`src/rtl/rxbs_pkg.sv`:
```
package rxbs_pkg;
   localparam int REG_W    = 16;
   localparam int NUM_EV   = 4;
   localparam int B_ENABLE = 0;
   localparam int B_OVR    = 1;
   localparam int B_ARR    = 2;
   localparam int B_HALF   = 3;
   localparam int B_ROLL   = 4;

   typedef enum logic {SEL_CTRL = 1'b0, SEL_STAT = 1'b1} reg_sel_e;

   // packed so that ovr sits in bit 0, matching register bit 1 after shift
   typedef struct packed {
      logic roll;
      logic half;
      logic arr;
      logic ovr;
   } ev_t;
endpackage

```
`src/rtl/rxbs_wr_ptr.sv`:
```
module rxbs_wr_ptr #(
   parameter int PTR_W = 8
) (
   input  logic             clk,
   input  logic             rst_n,
   input  logic             en,
   input  logic             accept,
   input  logic [PTR_W-1:0] rd_ptr,
   output logic [PTR_W-1:0] wr_ptr,
   output logic             ovr_hit,
   output logic             half_hit
);
   localparam int DEPTH = 1 << PTR_W;
   localparam logic [PTR_W-1:0] HALF = PTR_W'(DEPTH / 2);

   logic [PTR_W-1:0] nxt;
   logic [PTR_W-1:0] occ;

   generate
      if (PTR_W < 2) begin : g_bad_width
         $error("rxbs_wr_ptr: PTR_W must be at least 2");
      end
   endgenerate

   always_comb begin
      nxt      = wr_ptr + 1'b1;
      occ      = nxt - rd_ptr;
      ovr_hit  = accept && (nxt == rd_ptr);
      half_hit = accept && (occ >= HALF);
   end

   always_ff @(posedge clk or negedge rst_n) begin
      if (!rst_n)      wr_ptr <= '0;
      else if (!en)    wr_ptr <= '0;
      else if (accept) wr_ptr <= nxt;
   end

   p_step_r3: assert property (@(posedge clk) disable iff (!rst_n)
      (en && accept) |=> (wr_ptr == PTR_W'($past(wr_ptr) + 1'b1)));
   p_hold_r3: assert property (@(posedge clk) disable iff (!rst_n)
      (en && !accept) |=> $stable(wr_ptr));
   p_disabled_zero_r11: assert property (@(posedge clk) disable iff (!rst_n)
      !en |=> (wr_ptr == '0));
endmodule

```
`src/rtl/rxbs_cell_cnt.sv`:
```
module rxbs_cell_cnt #(
   parameter int CNT_W = 8
) (
   input  logic             clk,
   input  logic             rst_n,
   input  logic             accept,
   output logic [CNT_W-1:0] count,
   output logic             roll_hit
);
   generate
      if (CNT_W < 1) begin : g_bad_width
         $error("rxbs_cell_cnt: CNT_W must be at least 1");
      end
   endgenerate

   assign roll_hit = accept && (&count);

   always_ff @(posedge clk or negedge rst_n) begin
      if (!rst_n)      count <= '0;
      else if (accept) count <= count + 1'b1;
   end

   p_wrap_zero_r7: assert property (@(posedge clk) disable iff (!rst_n)
      roll_hit |=> (count == '0));
   p_idle_hold_r7: assert property (@(posedge clk) disable iff (!rst_n)
      !accept |=> $stable(count));
endmodule

```
`src/rtl/rxbs_flags.sv`:
```
module rxbs_flags #(
   parameter int N = 4
) (
   input  logic         clk,
   input  logic         rst_n,
   input  logic [N-1:0] set,
   input  logic         clr_wr,
   input  logic [N-1:0] keep_mask,
   output logic [N-1:0] flags
);
   generate
      for (genvar i = 0; i < N; i++) begin : g_flag
         always_ff @(posedge clk or negedge rst_n) begin
            if (!rst_n)
               flags[i] <= 1'b0;
            else if (set[i])
               flags[i] <= 1'b1;
            else if (clr_wr && !keep_mask[i])
               flags[i] <= 1'b0;
         end

         p_sticky_r8: assert property (@(posedge clk) disable iff (!rst_n)
            (flags[i] && !(clr_wr && !keep_mask[i])) |=> flags[i]);
         p_set_wins_r8: assert property (@(posedge clk) disable iff (!rst_n)
            set[i] |=> flags[i]);
      end
   endgenerate
endmodule

```
`src/rtl/rxbuf_status_ctl.sv`:
```
module rxbuf_status_ctl
   import rxbs_pkg::*;
#(
   parameter int PTR_W   = 8,
   parameter int CNT_W   = 8,
   parameter bit IRQ_REG = 1'b0
) (
   input  logic             clk,
   input  logic             rst_n,
   input  logic             reg_wr,
   input  logic             reg_sel,
   input  logic [15:0]      reg_wdata,
   output logic [15:0]      reg_rdata,
   input  logic             cell_valid,
   input  logic [PTR_W-1:0] rd_ptr,
   output logic             cell_we,
   output logic [PTR_W-1:0] wr_ptr,
   output logic [CNT_W-1:0] cell_count,
   output logic             srv_req
);
   localparam int FLD_W = NUM_EV + 1;

   logic              en_q;
   logic [NUM_EV-1:0] srv_en_q;
   logic [NUM_EV-1:0] flags;
   ev_t               ev;
   logic              accept;
   logic              ovr_hit, half_hit, roll_hit;
   logic              ctrl_wr, stat_wr;
   logic              srv_any;
   logic              unused_ok;

   assign unused_ok = &{1'b0, reg_wdata[15:FLD_W]};
   assign ctrl_wr   = reg_wr && (reg_sel_e'(reg_sel) == SEL_CTRL);
   assign stat_wr   = reg_wr && (reg_sel_e'(reg_sel) == SEL_STAT);
   assign accept    = cell_valid && en_q;
   assign cell_we   = accept;

   always_ff @(posedge clk or negedge rst_n) begin
      if (!rst_n) begin
         en_q     <= 1'b0;
         srv_en_q <= '0;
      end else if (ctrl_wr) begin
         en_q     <= reg_wdata[B_ENABLE];
         srv_en_q <= reg_wdata[B_ROLL:B_OVR];
      end
   end

   rxbs_wr_ptr #(.PTR_W(PTR_W)) u_ptr (
      .clk(clk), .rst_n(rst_n), .en(en_q), .accept(accept),
      .rd_ptr(rd_ptr), .wr_ptr(wr_ptr),
      .ovr_hit(ovr_hit), .half_hit(half_hit)
   );

   rxbs_cell_cnt #(.CNT_W(CNT_W)) u_cnt (
      .clk(clk), .rst_n(rst_n), .accept(accept),
      .count(cell_count), .roll_hit(roll_hit)
   );

   always_comb begin
      ev.ovr  = ovr_hit;
      ev.arr  = accept;
      ev.half = half_hit;
      ev.roll = roll_hit;
   end

   rxbs_flags #(.N(NUM_EV)) u_flags (
      .clk(clk), .rst_n(rst_n), .set(ev), .clr_wr(stat_wr),
      .keep_mask(reg_wdata[B_ROLL:B_OVR]), .flags(flags)
   );

   always_comb begin
      reg_rdata = '0;
      if (reg_sel_e'(reg_sel) == SEL_STAT)
         reg_rdata[B_ROLL:B_OVR] = flags;
      else begin
         reg_rdata[B_ENABLE]     = en_q;
         reg_rdata[B_ROLL:B_OVR] = srv_en_q;
      end
   end

   assign srv_any = |(flags & srv_en_q);

   generate
      if (IRQ_REG) begin : g_irq_reg
         always_ff @(posedge clk or negedge rst_n) begin
            if (!rst_n) srv_req <= 1'b0;
            else        srv_req <= srv_any;
         end
      end else begin : g_irq_comb
         assign srv_req = srv_any;
      end
   endgenerate

   p_no_strobe_disabled_r2: assert property (@(posedge clk) disable iff (!rst_n)
      !en_q |-> !cell_we);
   p_srv_backed_r9: assert property (@(posedge clk) disable iff (!rst_n)
      (srv_req && !IRQ_REG) |-> (|(flags & srv_en_q)));
   p_stat_low_zero_r10: assert property (@(posedge clk) disable iff (!rst_n)
      reg_sel |-> (reg_rdata[15:FLD_W] == '0 && !reg_rdata[0]));
   p_arrival_r4: assert property (@(posedge clk) disable iff (!rst_n)
      cell_we |=> flags[B_ARR-1]);
endmodule

```
`config.mk`:
```
export PLATFORM = sky130hd
export DESIGN_NAME = rxbuf_status_ctl
export DESIGN_NICKNAME = d
export VERILOG_FILES = /design/src/rtl/rxbs_pkg.sv /design/src/rtl/rxbs_wr_ptr.sv /design/src/rtl/rxbs_cell_cnt.sv /design/src/rtl/rxbs_flags.sv /design/src/rtl/rxbuf_status_ctl.sv
export SDC_FILE = /design/constraint.sdc
export NUM_CORES = 1
export LEC_CHECK = 0
export CORE_MARGIN = 4
export CORE_UTILIZATION = 43
export DETAILED_ROUTE_END_ITERATION = 10
export MAX_ROUTING_LAYER = met4
export PLACE_DENSITY = 0.84
export SETUP_SLACK_MARGIN = 0.05
export SLEW_MARGIN = 20
export SYNTH_ARGS = -nofsm -noshare
export SYNTH_HDL_FRONTEND = slang
export SYNTH_SLANG_ARGS = --single-unit
```
`constraint.sdc`:
```
create_clock -name clk -period 3.05 [get_ports clk]
set_input_delay 0.61 -clock clk [delete_from_list [all_inputs] [get_ports clk]]
set_output_delay 0.61 -clock clk [all_outputs]
set_load 0.005 [all_outputs]
```
==> reports/metrics.yaml, run 1 <==
post_cts.repair.setup_buffers: 0
status: "finished clean"
async_reset_ff_frac: 1.00
power_density_mw_per_mm2: 445
cp_max_fo: 7
drive_gt1_frac: 0.105
drv_slew: 0
slowest_stage: "clkdlybuf4s50_1"
die_area_mm2: 0.00455
synth_cell_types: 32
ys_top_cells_by_count: "25 x dfrtp_1, 16 x xnor2_1, 14 x nand2_1, 12 x buf_4"
chipHeight_um: 67.4
fill_cells: 321
critical_path_class: "in -> out"
tritoncts: "done"
h-tree-depth: 1
place.gp.congestion: 0.845
seq_area_frac_synth: 0.412
route.detailed.drc: 0
clk_pin_slew_ps: 130
synthFlopType: "dfrtp_1"
antenna_cells: 0
synth_cells: 148
worst_path_largest_cell_delay_ps: 610
vias: 1150
synth_area_leader_cell: "dfrtp_1"
portBuffers: 40
yosysWarnings: 0
grt_pass1_vias: 1078
fmax_mhz: 378
ys_seq_elements: 25
grt_max_degree: 26
clock_latency_ps: 310
cts_buffer_depth: 2
synth_top_area_share: 0.412
min_period_ps: 2650
multiInputGateArea_um2: 798
p_sw_frac: 0.300
path_cells: "clkdlybuf4s50_1 > mux2_2 > clkdlybuf4s50_1"
dr.pass1.iters: 4
synth_edf_count: 0
internal_power_w: 0.000611
crit_top_cell: "clkdlybuf4s50_1"
pwr-share-comb: 0.314
fin_nets: 229
io_pins: 63
netlist_area_mm2: 0.00152
routed_wl_mm: 3.07
ctsHoldBuffers: 0
tns_ps: 0
hold_viol_final: 0
rows: 21
dpl.hpwl_mm: 2.39
cp-end-kind: "output port"
critPathLaunchType: "input port"
wl_per_cell_um: 13.0
seq_power_share: 0.520
hold_slack_ps: 508
vdd_drop_max_uv: 295
avgSynthCellArea_um2: 10.3
rsz0062_at_grt: "false"
drt_iter0_drc: 24
grt.overflow.total: 0
grt_antenna_before_repair: 0
p_switching_w: 0.000262
root_buffer: "clkbuf_4"
drv_cap: 0
grt_pass1_wl_mm: 5.02
cts.sinks: 25
area.growth.synth_to_final_pct: 29.1
p_clk_frac: 0.166
die_width_um: 67.4
p_leak_nw: 0.914
hold_class: "reg -> reg"
routed_via_density: 4.87
netlist_top_cells_area: "dfrtp_1 41%, xnor2_1 9.2%, ha_1 7.4%"
cts_resized: 0
arrival_ps: 2040
regArea_um2: 626
start_util: 0.452
postRouteAntennaNets: 0
setup_viol: 0
core_area_mm2: 0.00336
period_share: 0.867
yosysMostFrequentCell: "dfrtp_1"
cts_inserted_buffers: 3
crit_buf_inv: 2
cp.required_ps: 2440
skew_ps: 1.85
gr-usage-all-layers: 0.150
crit_family: "buffers and inverters"
[state kept, by name (all words and copies together), names as in the netlist]
signal and flops:
u_flags.flags 4, en_q 1, u_ptr.wr_ptr 8, srv_en_q 4, u_cnt.count 8
[stage by stage]
| stage | utilization | std cells | power [W] | setup slack [ps] | area [um2] |
|---|---|---|---|---|---|
| 2_1_floorplan | - | 158 | 0.000580 | 772 | 1560 |
| 3_3_place_gp | 0.575 | 232 | 0.000729 | 392 | 1930 |
| 3_5_place_dp | 0.575 | 232 | 0.000737 | 397 | 1930 |
| 4_1_cts | 0.583 | 236 | 0.000886 | 389 | 1960 |
| 5_1_grt | 0.583 | 236 | 0.000939 | 320 | 1960 |
| 6_report | 0.583 | 236 | 0.000873 | 405 | 1960 |
[cells by family (layout without fill, tap and decap cells)]
family | Yosys count | count (layout) | share of synthesized area
AO/OA/AOI/OAI | 13 | 13 | 0.0535
other | 1 | 11 | 0.00247
buffers and inverters | 23 | 55 | 0.0873
flip-flops | 25 | 25 | 0.412
XOR/XNOR | 22 | 22 | 0.132
adder cells (fa/ha/maj) | 9 | 9 | 0.0741
multiplexers | 10 | 10 | 0.0733
AND/OR/NAND/NOR | 45 | 45 | 0.166
[layout by cell type, fill, tap and decap left out, types with 2 or more instances in the layout]
cell / netlist / final
mux2_2: 9 / 9
conb_1: 1 / 11
xor2_1: 5 / 5
nor2_1: 2 / 2
clkdlybuf4s50_1: 0 / 40
clkbuf_4: 0 / 3
a22oi_1: 2 / 2
o21ai_0: 5 / 5
xnor2_1: 16 / 16
nand2_1: 14 / 14
inv_1: 8 / 8
nor2b_1: 3 / 3
buf_4: 12 / 3
and2_1: 7 / 7
and3_1: 2 / 2
ha_1: 9 / 9
nand4_1: 4 / 4
nand3_1: 8 / 8
dfrtp_1: 25 / 25
[layer usage]
metal | track usage | share of wire
met5 | - | 0
met4 | 0.0684 | 0.021
met3 | 0.0150 | 0.025
met1 | 0.188 | 0.45
met2 | 0.244 | 0.51
[power groups by stage]
stage                     combinational [W]  sequential, W  clock [W]
after global routing               0.000307       0.000467   0.000165
after global placement             0.000270       0.000459          0
after CTS                          0.000279       0.000455   0.000152
final                              0.000274       0.000454   0.000145
after floorplan                    0.000134       0.000446          0
after detailed placement           0.000277       0.000460          0
[path summary, 6_finish.rpt]
path                                             startpoint                           end  slack, ps  depth (start not counted)
worst min-delay path             u_cnt.count[7]$_DFFE_PN0P_    u_cnt.count[7]$_DFFE_PN0P_        510                          1
min in group asynchronous                             rst_n   u_ptr.wr_ptr[3]$_DFFE_PN0P_        640                          2
worst min register to register   u_cnt.count[7]$_DFFE_PN0P_    u_cnt.count[7]$_DFFE_PN0P_        510                          1
worst max-delay path                                reg_sel                  reg_rdata[4]        400                          3
worst max register to register  u_ptr.wr_ptr[0]$_DFFE_PN0P_  u_flags.flags[2]$_DFFE_PN0P_        500                          9
max in group asynchronous                             rst_n    u_cnt.count[0]$_DFFE_PN0P_       2170                          2
[final cells by class]
type	instances	share of cell area
Multi-Input combinational cell	110	0.407
Sequential cell	25	0.319
Timing Repair Buffer	43	0.216
Tap cell	46	0.0294
Inverter	8	0.0153
Clock buffer	4	0.0134
Note: power is estimated with default switching activity, not from simulation.
==> run 2, diff against run 1 <==
--- a/config.mk
+++ b/config.mk
@@ -5,7 +5,6 @@
 export SDC_FILE = /design/constraint.sdc
 export NUM_CORES = 1
 export LEC_CHECK = 0
-export CORE_MARGIN = 4
 export CORE_UTILIZATION = 43
 export DETAILED_ROUTE_END_ITERATION = 10
 export MAX_ROUTING_LAYER = met4
==> run 2 against run 1 <==
Critical path depth stayed put. Critical endpoint is now reg_rdata[2]. Final cell count stayed put. Final area is 0.26% higher. Wire length is 7.4% lower. Global-route usage is 1.6 points higher. Die area is 17% lower. Power is 1.8% higher. Largest power group unchanged. Highest routed layer unchanged.
==> reports/metrics.yaml, run 2 (same netlist as run 1, synthesis figures left out) <==
setup_viol: 0  # unchanged
placed_cells: 232  # unchanged
routed_via_density: 4.77  # was 4.87
clk_pin_slew_ps: 150  # was 130 ps
cp.required_ps: 2440  # about the same
fin_ws_ps: 379  # was 405 ps
cts.sinks: 25  # unchanged
wl_per_cell_um: 12.0  # was 13.0 um
vias: 1126  # was 1150
start_util: 0.452  # unchanged
top_layer_used: "met4"  # unchanged
h-tree-depth: 1  # unchanged
rsz0062_at_grt: "false"  # unchanged
tns_ps: 0  # unchanged
p_clk_frac: 0.184  # was 0.166
reg.largest.list: "u_cnt.count x8, u_ptr.wr_ptr x8"  # unchanged
gr-usage-all-layers: 0.166  # was 0.150
regArea_um2: 626  # unchanged
drive_gt1_frac: 0.111  # was 0.105
wl_met1_mm: 1.33  # was 1.37 mm
postRouteAntennaNets: 0  # unchanged
cts_inserted_buffers: 3  # unchanged
grt_pass1_wl_mm: 4.43  # was 5.02 mm
tritoncts: "done"  # unchanged
power_density_mw_per_mm2: 452  # was 445 mW/mm2
internal_power_w: 0.000613  # was 0.000611 W
period_share: 0.876  # was 0.867
hold_slack_ps: 506  # was 508 ps
dpl.hpwl_mm: 2.18  # was 2.39 mm
place.gp.congestion: 0.766  # was 0.845
arrival_ps: 2060  # was 2040 ps
drv_slew: 0  # unchanged
core_area_mm2: 0.00336  # unchanged
cp_max_fo: 7  # unchanged
route.detailed.drc: 0  # unchanged
final_util: 0.584  # was 0.583
clock_latency_ps: 330  # was 310 ps
routed_wl_mm: 2.84  # was 3.07 mm
post_cts.repair.setup_buffers: 0  # unchanged
p_switching_w: 0.000275  # was 0.000262 W
cts_resized: 0  # unchanged
fin_cells: 236  # unchanged
vdd_drop_max_uv: 265  # was 295 uV
mostFrequentLayoutCells: "40 x clkdlybuf4s50_1, 25 x dfrtp_1, 16 x xnor2_1"  # unchanged
p_leak_nw: 0.917  # was 0.914 nW
die_area_mm2: 0.00377  # was 0.00455 mm2
critPathLaunchType: "input port"  # unchanged
fill_cells: 319  # was 321
ctsHoldBuffers: 0  # unchanged
portBuffers: 40  # unchanged
dr.pass1.iters: 4  # unchanged
grt_pass1_vias: 1048  # was 1078
min_period_ps: 2670  # was 2650 ps
grt.overflow.total: 0  # unchanged
pwr-share-comb: 0.305  # was 0.314
dp_slack_ps: 381  # was 397 ps
area.growth.synth_to_final_pct: 29.4  # was 29.1%
cp-end-kind: "output port"  # unchanged
skew_ps: 2.36  # was 1.85 ps
seq_power_share: 0.511  # was 0.520
chipHeight_um: 61.4  # was 67.4 um
route.met2.wl_mm: 1.37  # was 1.55 mm
cts_buffer_depth: 2  # unchanged
drt_iter0_drc: 25  # was 24
grt_antenna_before_repair: 0  # unchanged
hold_viol_final: 0  # unchanged
drv_cap: 0  # unchanged
die_width_um: 61.4  # was 67.4 um
rows: 21  # unchanged
io_pins: 63  # unchanged
fmax_mhz: 374  # was 378 MHz
multiInputGateArea_um2: 798  # unchanged
root_buffer: "clkbuf_4"  # unchanged
status: "finished clean"  # unchanged
grt_max_degree: 26  # unchanged
critical_path_class: "in -> out"  # unchanged
hold_class: "reg -> reg"  # unchanged
p_sw_frac: 0.310  # was 0.300
antenna_cells: 0  # unchanged
layout_commonest_cell: "clkdlybuf4s50_1"  # unchanged
wl_met3_um: 110  # was 77 um
fin_nets: 229  # unchanged
## run 2: worst paths after layout
path	from	end	slack, ps	cells after the start
worst max-delay path	reg_sel	reg_rdata[2]	380	3
worst max register to register	u_ptr.wr_ptr[0]$_DFFE_PN0P_	u_flags.flags[2]$_DFFE_PN0P_	490	9
worst min register to register	u_cnt.count[7]$_DFFE_PN0P_	u_cnt.count[7]$_DFFE_PN0P_	510	1
min in group asynchronous	rst_n	en_q$_DFFE_PN0P_	620	2
worst min-delay path	u_cnt.count[7]$_DFFE_PN0P_	u_cnt.count[7]$_DFFE_PN0P_	510	1
max in group asynchronous	rst_n	u_ptr.wr_ptr[2]$_DFFE_PN0P_	2190	2
## run 2: through the flow
| stage | total power, W | cell area [um2] |
|---|---|---|
| floorplan | 0.000580 | 1560 |
| global placement | 0.000728 | 1930 |
| detailed placement | 0.000734 | 1930 |
| CTS | 0.000899 | 1970 |
| global route | 0.000951 | 1970 |
| finish | 0.000888 | 1970 |
## run 2: cell type report
class | instances | share of cell area
multi-input combinational | 110 | 0.406
inverter | 8 | 0.0153
tap | 46 | 0.0293
timing repair buffer | 43 | 0.215
clock buffer | 3 | 0.0115
sequential | 25 | 0.318
clock inverter | 1 | 0.00446
## run 2: critical path, stage by stage
cell and delay (ps):
clkdlybuf4s50_1 620, mux2_2 380, clkdlybuf4s50_1 450
## run 2: metal layers
layer	track usage	vias up
met5	-	-
met4	0.0698	0
met3	0.0168	2
met2	0.275	27
met1	0.208	537
li1	-	560
## run 2: power groups by stage
stage	logic [W]	clock network (W)	registers (W)
6_report	0.000271	0.000163	0.000453
5_1_grt	0.000302	0.000186	0.000464
4_1_cts	0.000276	0.000170	0.000454
3_5_place_dp	0.000274	0	0.000460
3_3_place_gp	0.000268	0	0.000459
2_1_floorplan	0.000134	0	0.000446
